--- config.mk ---
export PLATFORM = sky130hd
export DESIGN_NAME = cport_ctrl_slave
export DESIGN_NICKNAME = d
export VERILOG_FILES = /design/src/rtl/cport_pkg.sv /design/src/rtl/cport_sync.sv /design/src/rtl/cport_frame.sv /design/src/rtl/cport_txd.sv /design/src/rtl/cport_ctrl_slave.sv
export SDC_FILE = /design/constraint.sdc
export NUM_CORES = 1
export LEC_CHECK = 0
export BUFFER_PORTS_ARGS = -buffer_cell sky130_fd_sc_hd__buf_2
export CORE_ASPECT_RATIO = 0.5
export CORE_UTILIZATION = 61
export CTS_BUF_LIST = sky130_fd_sc_hd__clkbuf_4 sky130_fd_sc_hd__clkbuf_8
export DETAILED_ROUTE_END_ITERATION = 10
export GPL_TIMING_DRIVEN = 1
export PLACE_DENSITY_LB_ADDON = 0.12
export SETUP_SLACK_MARGIN = 0.5
export SLEW_MARGIN = 25
export SYNTH_ARGS = -nofsm -noshare
export SYNTH_HDL_FRONTEND = slang
export SYNTH_SLANG_ARGS = --single-unit
export TNS_END_PERCENT = 1
--- constraint.sdc ---
create_clock -name clk -period 3.67 [get_ports clk]
set_input_delay 0.5505 -clock clk [delete_from_list [all_inputs] [get_ports clk]]
set_output_delay 0.5505 -clock clk [all_outputs]
set_load 0.02 [all_outputs]
--- src/rtl/cport_pkg.sv ---
package cport_pkg;

    localparam int OP_W      = 3;
    localparam int ADDR_W    = 5;
    localparam int DATA_W    = 8;
    localparam int FRAME_LEN = OP_W + ADDR_W + DATA_W;
    localparam int CNT_W     = $clog2(FRAME_LEN + 2);

    typedef logic [CNT_W-1:0] cnt_t;

    localparam cnt_t OP_END    = cnt_t'(OP_W);
    localparam cnt_t ADDR_END  = cnt_t'(OP_W + ADDR_W);
    localparam cnt_t FRAME_CNT = cnt_t'(FRAME_LEN);
    localparam cnt_t CNT_MAX   = cnt_t'(FRAME_LEN + 1);

    // command bits indexed in arrival order (bit 0 arrives first)
    localparam logic [OP_W-1:0] OP_WR = 3'b111;
    localparam logic [OP_W-1:0] OP_RD = 3'b011;

    typedef struct packed {
        cnt_t              cnt;
        logic [OP_W-1:0]   op;
        logic [ADDR_W-1:0] addr;
        logic [DATA_W-1:0] data;
        logic              wr_stb;
        logic              ld;
        logic              ld_done;
        logic              cs_prev;
        logic              sclk_prev;
    } frame_st_t;

    typedef struct packed {
        logic [DATA_W-1:0] sh;
        logic              sdo;
        logic              oe;
    } tx_st_t;

endpackage

--- src/rtl/cport_sync.sv ---
module cport_sync #(
    parameter int   STAGES  = 2,
    parameter logic RST_VAL = 1'b0
) (
    input  logic clk,
    input  logic rst_n,
    input  logic din,
    output logic dout
);
    logic [STAGES-1:0] chain_d, chain_q;

    always_comb begin
        chain_d[0] = din;
        for (int i = 1; i < STAGES; i++) begin
            chain_d[i] = chain_q[i-1];
        end
    end

    always_ff @(posedge clk or negedge rst_n) begin
        if (!rst_n) chain_q <= {STAGES{RST_VAL}};
        else        chain_q <= chain_d;
    end

    assign dout = chain_q[STAGES-1];
endmodule

--- src/rtl/cport_frame.sv ---
module cport_frame
    import cport_pkg::*;
#(
    parameter logic [ADDR_W-1:0] LAST_ADDR = 5'd13
) (
    input  logic              clk,
    input  logic              rst_n,
    input  logic              cs_lvl,
    input  logic              sclk_lvl,
    input  logic              sdi_lvl,
    output logic              cs_rise,
    output logic              sclk_rise,
    output logic              sclk_fall,
    output logic              wr_stb,
    output logic [ADDR_W-1:0] addr,
    output logic [DATA_W-1:0] wdata,
    output logic [OP_W-1:0]   op,
    output logic              ld,
    output logic              drive_win
);
    frame_st_t st_d, st_q;
    logic addr_ok, rd_ok;

    assign cs_rise   = cs_lvl & ~st_q.cs_prev;
    assign sclk_rise = sclk_lvl & ~st_q.sclk_prev;
    assign sclk_fall = ~sclk_lvl & st_q.sclk_prev;
    assign addr_ok   = (st_q.addr <= LAST_ADDR);
    assign rd_ok     = (st_q.op == OP_RD) && addr_ok && (st_q.cnt >= ADDR_END);
    assign drive_win = ~cs_lvl && rd_ok && (st_q.cnt < FRAME_CNT);

    always_comb begin
        st_d           = st_q;
        st_d.wr_stb    = 1'b0;
        st_d.ld        = 1'b0;
        st_d.cs_prev   = cs_lvl;
        st_d.sclk_prev = sclk_lvl;
        if (cs_lvl) begin
            st_d.cnt     = '0;
            st_d.ld_done = 1'b0;
            if (cs_rise && st_q.cnt == FRAME_CNT && st_q.op == OP_WR && addr_ok) begin
                st_d.wr_stb = 1'b1;
            end
        end else begin
            if (sclk_rise) begin
                if (st_q.cnt < OP_END) begin
                    st_d.op = {sdi_lvl, st_q.op[OP_W-1:1]};
                end else if (st_q.cnt < ADDR_END) begin
                    st_d.addr = {sdi_lvl, st_q.addr[ADDR_W-1:1]};
                end else if (st_q.cnt < FRAME_CNT) begin
                    st_d.data = {sdi_lvl, st_q.data[DATA_W-1:1]};
                end
                if (st_q.cnt != CNT_MAX) st_d.cnt = st_q.cnt + cnt_t'(1);
            end
            if (rd_ok && !st_q.ld_done) begin
                st_d.ld      = 1'b1;
                st_d.ld_done = 1'b1;
            end
        end
    end

    always_ff @(posedge clk or negedge rst_n) begin
        if (!rst_n) begin
            st_q           <= '0;
            st_q.cs_prev   <= 1'b1;
            st_q.sclk_prev <= 1'b1;
        end else begin
            st_q <= st_d;
        end
    end

    assign wr_stb = st_q.wr_stb;
    assign addr   = st_q.addr;
    assign wdata  = st_q.data;
    assign op     = st_q.op;
    assign ld     = st_q.ld;
endmodule

--- src/rtl/cport_txd.sv ---
module cport_txd
    import cport_pkg::*;
(
    input  logic              clk,
    input  logic              rst_n,
    input  logic              cs_lvl,
    input  logic              sclk_fall,
    input  logic              ld,
    input  logic              drive_win,
    input  logic [DATA_W-1:0] rdata,
    output logic              sdo,
    output logic              sdo_oe
);
    tx_st_t tx_d, tx_q;

    always_comb begin
        tx_d = tx_q;
        if (ld) tx_d.sh = rdata;
        if (cs_lvl) begin
            tx_d.oe = 1'b0;
        end else if (sclk_fall) begin
            if (drive_win) begin
                tx_d.sdo = tx_q.sh[0];
                tx_d.sh  = {1'b0, tx_q.sh[DATA_W-1:1]};
                tx_d.oe  = 1'b1;
            end else begin
                tx_d.oe = 1'b0;
            end
        end
    end

    always_ff @(posedge clk or negedge rst_n) begin
        if (!rst_n) tx_q <= '0;
        else        tx_q <= tx_d;
    end

    assign sdo    = tx_q.sdo;
    assign sdo_oe = tx_q.oe;
endmodule

--- src/rtl/cport_ctrl_slave.sv ---
module cport_ctrl_slave
    import cport_pkg::*;
#(
    parameter int                SYNC_STAGES = 2,
    parameter logic [ADDR_W-1:0] LAST_ADDR   = 5'd13
) (
    input  logic              clk,
    input  logic              rst_n,
    input  logic              cs_n,
    input  logic              sclk,
    input  logic              sdi,
    input  logic [DATA_W-1:0] reg_rdata,
    output logic              sdo,
    output logic              sdo_oe,
    output logic              reg_wr,
    output logic [ADDR_W-1:0] reg_addr,
    output logic [DATA_W-1:0] reg_wdata
);
    localparam int          N_IN     = 3;
    localparam logic [N_IN-1:0] IDLE_LVL = 3'b011; // {sdi, sclk, cs_n}

    logic [N_IN-1:0] raw_in, lvl;
    logic cs_lvl, sclk_lvl, sdi_lvl;
    logic cs_rise, sclk_rise, sclk_fall;
    logic ld, drive_win;
    logic [OP_W-1:0] op_q;

    assign raw_in = {sdi, sclk, cs_n};

    for (genvar gi = 0; gi < N_IN; gi++) begin : g_sync
        cport_sync #(.STAGES(SYNC_STAGES), .RST_VAL(IDLE_LVL[gi])) sync_i (
            .clk  (clk),
            .rst_n(rst_n),
            .din  (raw_in[gi]),
            .dout (lvl[gi])
        );
    end

    assign cs_lvl   = lvl[0];
    assign sclk_lvl = lvl[1];
    assign sdi_lvl  = lvl[2];

    cport_frame #(.LAST_ADDR(LAST_ADDR)) frame_i (
        .clk      (clk),
        .rst_n    (rst_n),
        .cs_lvl   (cs_lvl),
        .sclk_lvl (sclk_lvl),
        .sdi_lvl  (sdi_lvl),
        .cs_rise  (cs_rise),
        .sclk_rise(sclk_rise),
        .sclk_fall(sclk_fall),
        .wr_stb   (reg_wr),
        .addr     (reg_addr),
        .wdata    (reg_wdata),
        .op       (op_q),
        .ld       (ld),
        .drive_win(drive_win)
    );

    cport_txd txd_i (
        .clk      (clk),
        .rst_n    (rst_n),
        .cs_lvl   (cs_lvl),
        .sclk_fall(sclk_fall),
        .ld       (ld),
        .drive_win(drive_win),
        .rdata    (reg_rdata),
        .sdo      (sdo),
        .sdo_oe   (sdo_oe)
    );
endmodule

==> run summary <==
share of layout cells above drive strength 1: 51.2%
# rows: 14
H-Tree Depth: 2
CTS Buf Count: 5
Max stage delay on crit path: 0.49 ns
final wirelength: 2.90 mm
P_leak: 0.00108 uW
Post-DRT Antenna Nets: 0
sequential cell area fraction in the yosys report: 54.6%
Fill cells: 209
RSZ-0062 raised after global routing: false
Cell Pwr Density: 429 nW/um^2
run status: complete, no violations
Die W: 81.7 um
die height: 41.9 um
worst r2r src: frame_i.st_q[25]$_DFFE_PN0P_
DRT Pass-1 Iters: 4
Worst Setup End Kind: flop
asr flop ratio synth: 100%
Worst Tran Pin Value: 0.513 ns
global-route wire length before repair: 4.69 mm
# setup viols final: 0
Syn Area/Cell: 13.6 sq um
via count: 1094
Area Overhead vs Synth: 9.49%
Crit Path Max Fanout: 11
global placer's final weighted congestion: 0.710
WP data required: 3.85 ns
Max Fclk: 638 MHz
Crit path max-delay family: flip-flops
CTS tree: built
initial core utilization: 64.3%
Slowest-stage cell, CP: dfrtp_1
CP arrival: 1.75 ns
setup TNS: 0 ns
total die area: 3420 sq um
HP Class: in -> async
ant diodes: 0
Worst setup SP type: flop
Slew HR: 65.8%
CTS max path bufs: 2
crit path buf inv count: 0
fin crit period: 1.57 ns
fin area: 2120 sq um
FF-to-FF path depth: 3
vias in the first global route: 1069
number of synthesized register bits: 42
largest net degree at the start of global routing: 43
Setup CP Type: reg -> reg
warnings from Yosys: 0
clk sinks: 42
Most used DFF post-synth: dfrtp_1
Synth Net Count: 159
synthesized instance count: 143
Post-CTS Setup Bufs: 0
Netlist cell types: 33
placed cell area: 2010 sq um
initial antenna violation count: 0
MaxCap Viol Count: 0
Root Driver: clkbuf_8
Hold Buf Count CTS: 0
# DRC: 0
Tot GR Track Use: 19.6%
Port-buffer cells: 28
Post-Syn Area: 1940 sq um
crit-path cells: a2111oi_4 -> nand3b_2 -> mux2_2
Final HPWL DP: 2.01 mm
Hold Fails Final Rpt: 0
peak supply drop: 0.251 mV
gr ovfl total: 0
Vias/cell: 5.42
commonest cells after routing, fill and taps aside: dfrtp_1 (36), mux2_2 (32), buf_2 (27), a21oi_1 (7), dfstp_2 (6)
period utilization: 42.7%
R2R setup slack: 2.10 ns
cts repair resizes: 0
final-report max-slew violation count: 0
Final #Nets: 177
DRT iter0 DRCs: 43
clock-pin transition on the worst setup and hold timing paths: 0.08 ns
Post-synth EDFFs: 0
core region area: 3010 sq um
wire per inst: 14.4 um
commonest non-fill, non-tap cell in the layout: dfrtp_1
FF-to-FF End: frame_i.addr[0]$_DFFE_PN0P_
IO Count: 29
Worst Skew: 0.00518 ns
clk_lat worst skew: 0.30 ns
==> Yosys cell counts, drive strengths merged (2+ instances only) <==
| library cell | count | share of area, % |
|---|---|---|
| nand3 | 5 | 1.3 |
| ha | 3 | 1.9 |
| nand2 | 4 | 0.77 |
| dfrtp | 36 | 46 |
| a21oi | 7 | 1.8 |
| nand3b | 3 | 1.5 |
| o21ai | 5 | 1.3 |
| nor2 | 2 | 0.39 |
| mux2 | 32 | 19 |
| or3 | 2 | 0.65 |
| inv | 5 | 0.97 |
| dfstp | 6 | 8.1 |
| buf | 16 | 6.1 |
| and4bb | 2 | 1.5 |
| nand4b | 2 | 1.7 |
==> worst max-delay path by stage <==
stage | from | to | cells past startpoint
after global routing | g_sync[1].sync_i.chain_q[1]$_DFF_PN1_ | frame_i.wdata[2]$_DFFE_PN0P_ | 3
after floorplan | frame_i.st_q[25]$_DFFE_PN0P_ | frame_i.addr[0]$_DFFE_PN0P_ | 4
final | frame_i.st_q[25]$_DFFE_PN0P_ | frame_i.addr[0]$_DFFE_PN0P_ | 3
after global placement | frame_i.st_q[25]$_DFFE_PN0P_ | frame_i.addr[0]$_DFFE_PN0P_ | 3
after detailed placement | g_sync[1].sync_i.chain_q[1]$_DFF_PN1_ | frame_i.wdata[3]$_DFFE_PN0P_ | 3
after CTS | g_sync[1].sync_i.chain_q[1]$_DFF_PN1_ | frame_i.wdata[3]$_DFFE_PN0P_ | 3
==> registers in the layout, summed over array words and instances, names as in the netlist <==
name / flops
frame_i.ld: 1
frame_i.st_q: 8
txd_i.sdo_oe: 1
frame_i.wr_stb: 1
g_sync.sync_i.chain_q: 6
txd_i.tx_q: 8
frame_i.addr: 5
frame_i.wdata: 8
txd_i.sdo: 1
frame_i.op: 3
==> layer usage <==
| layer | GRT usage, % | share of wire (%) |
|---|---|---|
| met1 | 23.5 | 46 |
| met2 | 31.3 | 48 |
| met3 | 7.69 | 4.9 |
| met4 | 8.42 | 1.5 |
| met5 | 0 | 0 |
==> power by group <==
part / total (uW) / internal (uW) / switching (uW) / leakage, uW
Sequential: 497 / 482 / 15.4 / 0.000555
Clock: 368 / 210 / 158 / 0.0000548
Combinational: 46.4 / 23.5 / 22.9 / 0.000466
Total: 911 / 715 / 196 / 0.00108
==> layout make-up <==
| class | instances | area, sq um | area share (%) |
|---|---|---|---|
| Multi-Input combinational cell | 79 | 738 | 34.8 |
| Timing Repair Buffer | 28 | 143 | 6.72 |
| Tap cell | 40 | 50.0 | 2.36 |
| Inverter | 5 | 18.8 | 0.884 |
| Clock inverter | 2 | 37.5 | 1.77 |
| Sequential cell | 42 | 1060 | 49.9 |
| Clock buffer | 6 | 76.3 | 3.60 |
==> through the flow <==
stage	setup WS, ns	power (uW)	hold slack, ns	instances	util, %
CTS	2.11	923	0.336	202	70.3
detailed placement	2.12	553	0.341	194	66.6
global route	2.02	944	0.273	202	70.4
global placement	2.14	551	0.334	194	66.6
finish	2.10	911	0.226	202	70.4
floorplan	2.20	530	0.255	143	-
==> kinds of logic (layout without fill, tap and decap cells) <==
group | after synthesis | after routing | share of synthesized area [%]
AO/OA/AOI/OAI | 15 | 15 | 5.42
adder cells (fa/ha/maj) | 3 | 3 | 1.94
buffers and inverters | 22 | 41 | 7.29
AND/OR/NAND/NOR | 29 | 29 | 12.1
multiplexers | 32 | 32 | 18.6
flip-flops | 42 | 42 | 54.6
Power figures use the tool's default switching activity.
